## config.mk

```make
export PLATFORM = sky130hd
export DESIGN_NAME = gpio_bank32
export DESIGN_NICKNAME = d
export VERILOG_FILES = /design/src/rtl/gpio_bank_pkg.sv /design/src/rtl/gpio_regs.sv /design/src/rtl/gpio_sync.sv /design/src/rtl/gpio_blink.sv /design/src/rtl/gpio_irq.sv /design/src/rtl/gpio_bank32.sv
export SDC_FILE = /design/constraint.sdc
export NUM_CORES = 1
export LEC_CHECK = 0
export BUFFER_PORTS_ARGS = -buffer_cell sky130_fd_sc_hd__buf_4
export CORE_MARGIN = 2
export CORE_UTILIZATION = 45
export DETAILED_ROUTE_END_ITERATION = 12
export PLACE_DENSITY = 0.62
export SYNTH_ARGS = -nofsm -noshare
export SYNTH_HDL_FRONTEND = slang
export SYNTH_HIERARCHICAL = 1
export SYNTH_SLANG_ARGS = --single-unit
```

## constraint.sdc

```tcl
create_clock -name clk -period 4.2 [get_ports clk]
set_input_delay 0.42 -clock clk [delete_from_list [all_inputs] [get_ports clk]]
set_output_delay 0.42 -clock clk [all_outputs]
set_load 0.005 [all_outputs]
```

## src/rtl/gpio_bank_pkg.sv

```systemverilog
package gpio_bank_pkg;

    typedef enum logic [3:0] {
        SEL_OUT,
        SEL_DIR,
        SEL_BLINK,
        SEL_POL,
        SEL_DIN,
        SEL_CAUSE,
        SEL_EMASK,
        SEL_LMASK,
        SEL_NONE
    } reg_sel_e;

    typedef enum logic {
        PH_LOW  = 1'b0,
        PH_HIGH = 1'b1
    } blink_ph_e;

    localparam int OFS_OUT   = 'h00;
    localparam int OFS_DIR   = 'h04;
    localparam int OFS_BLINK = 'h08;
    localparam int OFS_POL   = 'h0C;
    localparam int OFS_DIN   = 'h10;
    localparam int OFS_CAUSE = 'h14;
    localparam int OFS_EMASK = 'h18;
    localparam int OFS_LMASK = 'h1C;

endpackage

```

## src/rtl/gpio_regs.sv

```systemverilog
module gpio_regs
    import gpio_bank_pkg::*;
#(
    parameter int N        = 32,
    parameter int AW       = 8,
    parameter int MASK_OFS = 0
) (
    input  logic          clk,
    input  logic          rst_n,
    input  logic          wr,
    input  logic [AW-1:0] addr,
    input  logic [N-1:0]  wdata,
    output reg_sel_e      sel,
    output logic          cause_wr,
    output logic [N-1:0]  out_q,
    output logic [N-1:0]  dir_q,
    output logic [N-1:0]  blink_q,
    output logic [N-1:0]  pol_q,
    output logic [N-1:0]  emask_q,
    output logic [N-1:0]  lmask_q
);

    localparam logic [AW-1:0] A_OUT   = AW'(OFS_OUT);
    localparam logic [AW-1:0] A_DIR   = AW'(OFS_DIR);
    localparam logic [AW-1:0] A_BLINK = AW'(OFS_BLINK);
    localparam logic [AW-1:0] A_POL   = AW'(OFS_POL);
    localparam logic [AW-1:0] A_DIN   = AW'(OFS_DIN);
    localparam logic [AW-1:0] A_CAUSE = AW'(OFS_CAUSE);
    localparam logic [AW-1:0] A_EMASK = AW'(OFS_EMASK + MASK_OFS);
    localparam logic [AW-1:0] A_LMASK = AW'(OFS_LMASK + MASK_OFS);

    // Fixed registers decode first, so a small offset cannot shadow them.
    always_comb begin
        if      (addr == A_OUT)   sel = SEL_OUT;
        else if (addr == A_DIR)   sel = SEL_DIR;
        else if (addr == A_BLINK) sel = SEL_BLINK;
        else if (addr == A_POL)   sel = SEL_POL;
        else if (addr == A_DIN)   sel = SEL_DIN;
        else if (addr == A_CAUSE) sel = SEL_CAUSE;
        else if (addr == A_EMASK) sel = SEL_EMASK;
        else if (addr == A_LMASK) sel = SEL_LMASK;
        else                      sel = SEL_NONE;
    end

    always_comb cause_wr = wr && (sel == SEL_CAUSE);

    always_ff @(posedge clk or negedge rst_n) begin
        if (!rst_n) begin
            out_q   <= '0;
            dir_q   <= '1;
            blink_q <= '0;
            pol_q   <= '0;
            emask_q <= '0;
            lmask_q <= '0;
        end else if (wr) begin
            unique case (sel)
                SEL_OUT:   out_q   <= wdata;
                SEL_DIR:   dir_q   <= wdata;
                SEL_BLINK: blink_q <= wdata;
                SEL_POL:   pol_q   <= wdata;
                SEL_EMASK: emask_q <= wdata;
                SEL_LMASK: lmask_q <= wdata;
                default:   ;
            endcase
        end
    end

endmodule

```

## src/rtl/gpio_sync.sv

```systemverilog
module gpio_sync #(
    parameter int N = 32
) (
    input  logic         clk,
    input  logic         rst_n,
    input  logic [N-1:0] raw,
    output logic [N-1:0] synced
);

    for (genvar i = 0; i < N; i++) begin : g_line
        logic [1:0] stage_q;
        always_ff @(posedge clk or negedge rst_n) begin
            if (!rst_n) stage_q <= '0;
            else        stage_q <= {stage_q[0], raw[i]};
        end
        always_comb synced[i] = stage_q[1];
    end

endmodule

```

## src/rtl/gpio_blink.sv

```systemverilog
module gpio_blink
    import gpio_bank_pkg::*;
#(
    parameter int HALF = 1024
) (
    input  logic                    clk,
    input  logic                    rst_n,
    output logic                    phase,
    output logic [$clog2(HALF)-1:0] cnt_o
);

    localparam int CW = $clog2(HALF);
    localparam logic [CW-1:0] LAST = CW'(HALF - 1);

    blink_ph_e      state_q, state_d;
    logic [CW-1:0]  cnt_q, cnt_d;
    logic           wrap;

    always_comb wrap = (cnt_q == LAST);

    // state register
    always_ff @(posedge clk or negedge rst_n) begin
        if (!rst_n) begin
            state_q <= PH_LOW;
            cnt_q   <= '0;
        end else begin
            state_q <= state_d;
            cnt_q   <= cnt_d;
        end
    end

    // next state
    always_comb begin
        cnt_d   = wrap ? '0 : cnt_q + 1'b1;
        state_d = state_q;
        unique case (state_q)
            PH_LOW:  if (wrap) state_d = PH_HIGH;
            PH_HIGH: if (wrap) state_d = PH_LOW;
        endcase
    end

    // outputs
    always_comb begin
        phase = (state_q == PH_HIGH);
        cnt_o = cnt_q;
    end

endmodule

```

## src/rtl/gpio_irq.sv

```systemverilog
module gpio_irq #(
    parameter int N  = 32,
    parameter int GW = 8,
    parameter int NG = N / GW
) (
    input  logic          clk,
    input  logic          rst_n,
    input  logic [N-1:0]  din,
    input  logic [N-1:0]  lmask,
    input  logic [N-1:0]  emask,
    input  logic          cause_wr,
    input  logic [N-1:0]  wdata,
    output logic [N-1:0]  cause_q,
    output logic [N-1:0]  din_prev_q,
    output logic [NG-1:0] irq
);

    logic [N-1:0] rise;
    logic [N-1:0] cause_d;
    logic [N-1:0] pend;

    always_comb begin
        rise    = din & ~din_prev_q;
        cause_d = cause_wr ? (cause_q & wdata) : cause_q;
        cause_d = cause_d | rise;   // a new edge beats a clearing write
        pend    = (din & lmask) | (cause_q & emask);
    end

    always_ff @(posedge clk or negedge rst_n) begin
        if (!rst_n) begin
            din_prev_q <= '0;
            cause_q    <= '0;
        end else begin
            din_prev_q <= din;
            cause_q    <= cause_d;
        end
    end

    for (genvar g = 0; g < NG; g++) begin : g_grp
        always_comb irq[g] = |pend[g*GW +: GW];
    end

endmodule

```

## src/rtl/gpio_bank32.sv

```systemverilog
module gpio_bank32
    import gpio_bank_pkg::*;
#(
    parameter int NLINES     = 32,
    parameter int GROUP_W    = 8,
    parameter int AW         = 8,
    parameter int BLINK_HALF = 1024,
    parameter int MASK_OFS   = 0
) (
    input  logic                        clk,
    input  logic                        rst_n,
    input  logic                        bus_wr,
    input  logic [AW-1:0]               bus_addr,
    input  logic [NLINES-1:0]           bus_wdata,
    output logic [NLINES-1:0]           bus_rdata,
    input  logic [NLINES-1:0]           pad_in,
    output logic [NLINES-1:0]           pad_out,
    output logic [NLINES-1:0]           pad_oe,
    output logic [NLINES/GROUP_W-1:0]   irq_grp
);

    localparam int NG = NLINES / GROUP_W;
    localparam int CW = $clog2(BLINK_HALF);

    reg_sel_e              sel;
    logic                  cause_wr;
    logic [NLINES-1:0]     out_q, dir_q, blink_q, pol_q, emask_q, lmask_q;
    logic [NLINES-1:0]     pin_sync, din, edge_cause, din_prev;
    logic                  blink_phase;
    logic [CW-1:0]         blink_cnt;

    gpio_regs #(.N(NLINES), .AW(AW), .MASK_OFS(MASK_OFS)) u_regs (
        .clk(clk), .rst_n(rst_n), .wr(bus_wr), .addr(bus_addr), .wdata(bus_wdata),
        .sel(sel), .cause_wr(cause_wr),
        .out_q(out_q), .dir_q(dir_q), .blink_q(blink_q), .pol_q(pol_q),
        .emask_q(emask_q), .lmask_q(lmask_q)
    );

    gpio_sync #(.N(NLINES)) u_sync (
        .clk(clk), .rst_n(rst_n), .raw(pad_in), .synced(pin_sync)
    );

    always_comb din = pin_sync ^ pol_q;

    gpio_irq #(.N(NLINES), .GW(GROUP_W), .NG(NG)) u_irq (
        .clk(clk), .rst_n(rst_n), .din(din), .lmask(lmask_q), .emask(emask_q),
        .cause_wr(cause_wr), .wdata(bus_wdata),
        .cause_q(edge_cause), .din_prev_q(din_prev), .irq(irq_grp)
    );

    gpio_blink #(.HALF(BLINK_HALF)) u_blink (
        .clk(clk), .rst_n(rst_n), .phase(blink_phase), .cnt_o(blink_cnt)
    );

    always_comb begin
        pad_oe  = ~dir_q;
        pad_out = ~dir_q & ((blink_q & {NLINES{blink_phase}}) | (~blink_q & out_q));
    end

    always_comb begin
        unique case (sel)
            SEL_OUT:   bus_rdata = out_q;
            SEL_DIR:   bus_rdata = dir_q;
            SEL_BLINK: bus_rdata = blink_q;
            SEL_POL:   bus_rdata = pol_q;
            SEL_DIN:   bus_rdata = din;
            SEL_CAUSE: bus_rdata = edge_cause;
            SEL_EMASK: bus_rdata = emask_q;
            SEL_LMASK: bus_rdata = lmask_q;
            default:   bus_rdata = '0;
        endcase
    end

endmodule

```

==> flow_metrics.tcl <==
set metrics [dict create \
    nets 1423 \
    avgViaCountPerCell 5.55 \
    clk_path_buf_depth 3 \
    path_buf_inv 4 \
    period_needed_ns 3.45 \
    cts_root_buffer "clkbuf_16" \
    finalMaxSlewViolations 0 \
    hp-start "pad_in[16]" \
    first_pass_iters 5 \
    min_path_cells 1 \
    synth_edf_count 0 \
    top_layer "met4" \
    multi_input_comb_area_sq_mm 0.00577 \
    cts_sinks 331 \
    wl_met1_um 17400 \
    grt_pass1_wl_um 61200 \
    place_area_sq_mm 0.0165 \
    path_delay_family "simple AND/OR/NAND/NOR gates" \
    syn_nets 1236 \
    drt-total-wl_um 40200 \
    seqCellArea_sq_mm 0.00832 \
    fin_area_sq_mm 0.0181 \
    crit_path_start_kind "input port" \
    whs_ns 0.0281 \
    crit_chain "buf_4 > nor3_1 > buf_4 > and3_1 > nor2b_1 > buf_4 > a22oi_1 > o221a_2 > o22ai_1 > buf_4" \
    fin_crit_sh_pct 82.2 \
    crit_arrival_ns 3.03 \
    gp_congestion 0.798 \
    yosysWarnings 6 \
    drt-initial-drc-count 626 \
    tritoncts "yes" \
    gr-total-overflow 0 \
    synthesis.area_sq_mm 0.0149 \
    reg2reg_from "u_blink/cnt_o[0]$_DFF_PN0_" \
    irDropWorstVdd_v 0.000334 \
    placed_cells 1718 \
    drive_gt1_share_pct 38.1 \
    grt_max_degree 103 \
    pre_cts_slack_ns 0.753 \
    antenna_found_initial 2 \
    dp_hpwl_um 25900 \
    vias 10100 \
    port_buffers 174 \
    rows 66 \
    die_y_um 186 \
    cap_violations 0 \
    area_delta_synth_final_pct 21.1 \
    netlist_instances 1160 \
    tightest_slew_ns 0.880 \
    holdPathEnd "u_sync/g_line[16].stage_q[0]$_DFF_PN0_" \
    die-area_sq_mm 0.0346 \
    path_max_fanout 12 \
    numCtsBuffers 38 \
    fp.dieW_um 186 \
    r2r_cells 4 \
    required_ns 3.78 \
    leakage_nw 8.19 \
    fillers 2814 \
    drcViolationCount 0 \
    reg2reg_setup_slack_ns 2.56 \
    first_global_vias 10400 \
    async_reset_ff_share_pct 100 \
    relSlewSlack_pct 41.3 \
    final_cells 1819 \
    rr_endpoint "u_blink/cnt_o[1]$_DFF_PN0_" \
    powerDensity_mw_per_mm2 398 \
    postRouteAntennaNets 0 \
    fin_setup_tns_ns 0 \
    hold_viol 0 \
    core_sq_mm 0.0326 \
    ios 175 \
    crit_top_cell "buf_4" \
    setup_viol 0 \
    cts_resized 0 \
    yosysSeqAreaShare_pct 55.8 \
    skew_ns 0.0126 \
    fmax_mhz 290 \
    htree_levels 2 \
    clk_pin_slew_worst_paths_ns 0.05 \
    worst_path_max_delay_cell "and3_1" \
    clock_latency_ns 0.53 \
    grt_usage_pct 23.5 \
    initial_core_util_pct 45.7 \
    ys_ff_latch 331 \
    rsz0062_at_grt "false" \
    synth.distinct_cells 56 \
    hp-class "input port to register" \
    met2_length_um 19400 \
    synth_ff_type "dfrtp_1" \
    cp_slowest_stage_delay_ns 0.52 \
    fin_ws_ns 0.746 \
    outcome "completed" \
    syn_avg_cell_area_sq_um 12.9 \
    wl_per_cell_um 22.1 \
    route.met3.wl_um 2260 \
    endpoint_kind "output port" \
    crit_type "input port to output port" \
]
[worst reg2reg max path: stages, from the launching register on]
cell and delay [ns]:
dfrtp_1 0.41, ha_1 0.24, nand2_1 0.17, nor4_4 0.44
and2b_2 0.27
[worst max-delay path by stage]
stage / from / endpoint / slack [ns] / cells past startpoint
floorplan: bus_addr[5] / bus_rdata[18] / 1.80 / 10
global placement: bus_addr[5] / bus_rdata[4] / 0.84 / 10
detailed placement: bus_addr[5] / bus_rdata[4] / 0.75 / 10
CTS: bus_addr[5] / bus_rdata[4] / 0.75 / 10
global route: bus_addr[5] / bus_rdata[4] / 0.65 / 10
finish: bus_addr[5] / bus_rdata[4] / 0.75 / 10
[sequential cells by signal, summed over array words and instances (netlist names)]
register	cells
u_blink/phase	1
u_regs/emask_q	32
u_regs/blink_q	32
u_blink/cnt_o	10
u_regs/dir_q	32
u_regs/pol_q	32
u_regs/lmask_q	32
u_irq/din_prev_q	32
u_irq/cause_q	32
u_sync/g_line.stage_q	64
u_regs/out_q	32
[placed cells by master (no fill, tap or decap), drive strengths merged, types with 3 or more instances in the layout]
cell type	count
dfrtp	299
buf	208
mux2	193
mux2i	87
inv	69
o21ai	68
clkbuf	60
a22oi	46
nor2	41
xor2	37
dfstp	32
dlygate4sd3	31
o22ai	29
nand2b	28
a21oi	24
o211ai	24
a22o	16
a221oi	16
nand3	10
o221a	6
nand4	6
bufinv	3
nand2	3
nor3	3
nor3b	3
clkinv	3
and3	3
[where the power goes]
part	switching, W	internal (W)
Sequential	0.0000829	0.00332
Clock	0.00129	0.00199
Combinational	0.000251	0.000250
Total	0.00163	0.00556
[layout make-up]
cell class	count	share of cell area, %
inverter	67	1.39
timing repair buffer	239	10.6
multi-input combinational	670	32.0
clock inverter	8	0.741
sequential	331	46.1
clock buffer	60	6.11
antenna	2	0.0277
tap	442	3.06
[cells in the mapped netlist, drive strengths merged (2+ instances only)]
library cell	n	area [sq um]
mux2	193	2170
nor3	3	15.0
and3	3	20.0
nand2	3	11.3
mux2i	87	871
nor2b	2	12.5
clkbuf	14	53.8
o211ai	24	180
o21ai	68	340
buf	78	531
a221oi	16	240
and4bb	2	25.0
nand3	10	62.6
dfrtp	299	7480
o22ai	29	181
xor2	37	324
nor4b	2	23.8
nor2	41	154
a21oi	24	120
a22oi	46	345
a211oi	2	15.0
inv	67	251
a31oi	2	12.5
nand2b	28	178
o221a	6	67.6
nand4	6	37.5
and2	2	12.5
a22o	16	140
dfstp	32	841
nor3b	3	50.1
[what timing repair did]
item | CTS | global route
endpoints found under the hold margin | 112 | 0
setup buffers | 0 | 0
hold buffers | 31 | 0
[cell families after synthesis]
kind of cell	after synthesis	share of synthesized area [%]
flip-flops	331	55.8
multiplexers	280	20.4
AO/OA/AOI/OAI	238	11.3
buffers and inverters	159	5.60
AND/OR/NAND/NOR	113	4.57
XOR/XNOR	38	2.23
adder cells (fa/ha/maj)	1	0.0839
[metrics by stage]
stage	util (%)	total power, W
2_1_floorplan	-	0.00365
3_3_place_gp	50.6	0.00394
3_5_place_dp	50.6	0.00395
4_1_cts	55.3	0.00728
5_1_grt	55.4	0.00749
6_report	55.4	0.00719
[routing by layer]
metal	vias to the layer above	global-route usage, %
li1	4514	-
met1	5187	32.2
met2	308	38.5
met3	82	3.56
met4	0	7.43
met5	-	0
Note: power is estimated with default switching activity, not from simulation.
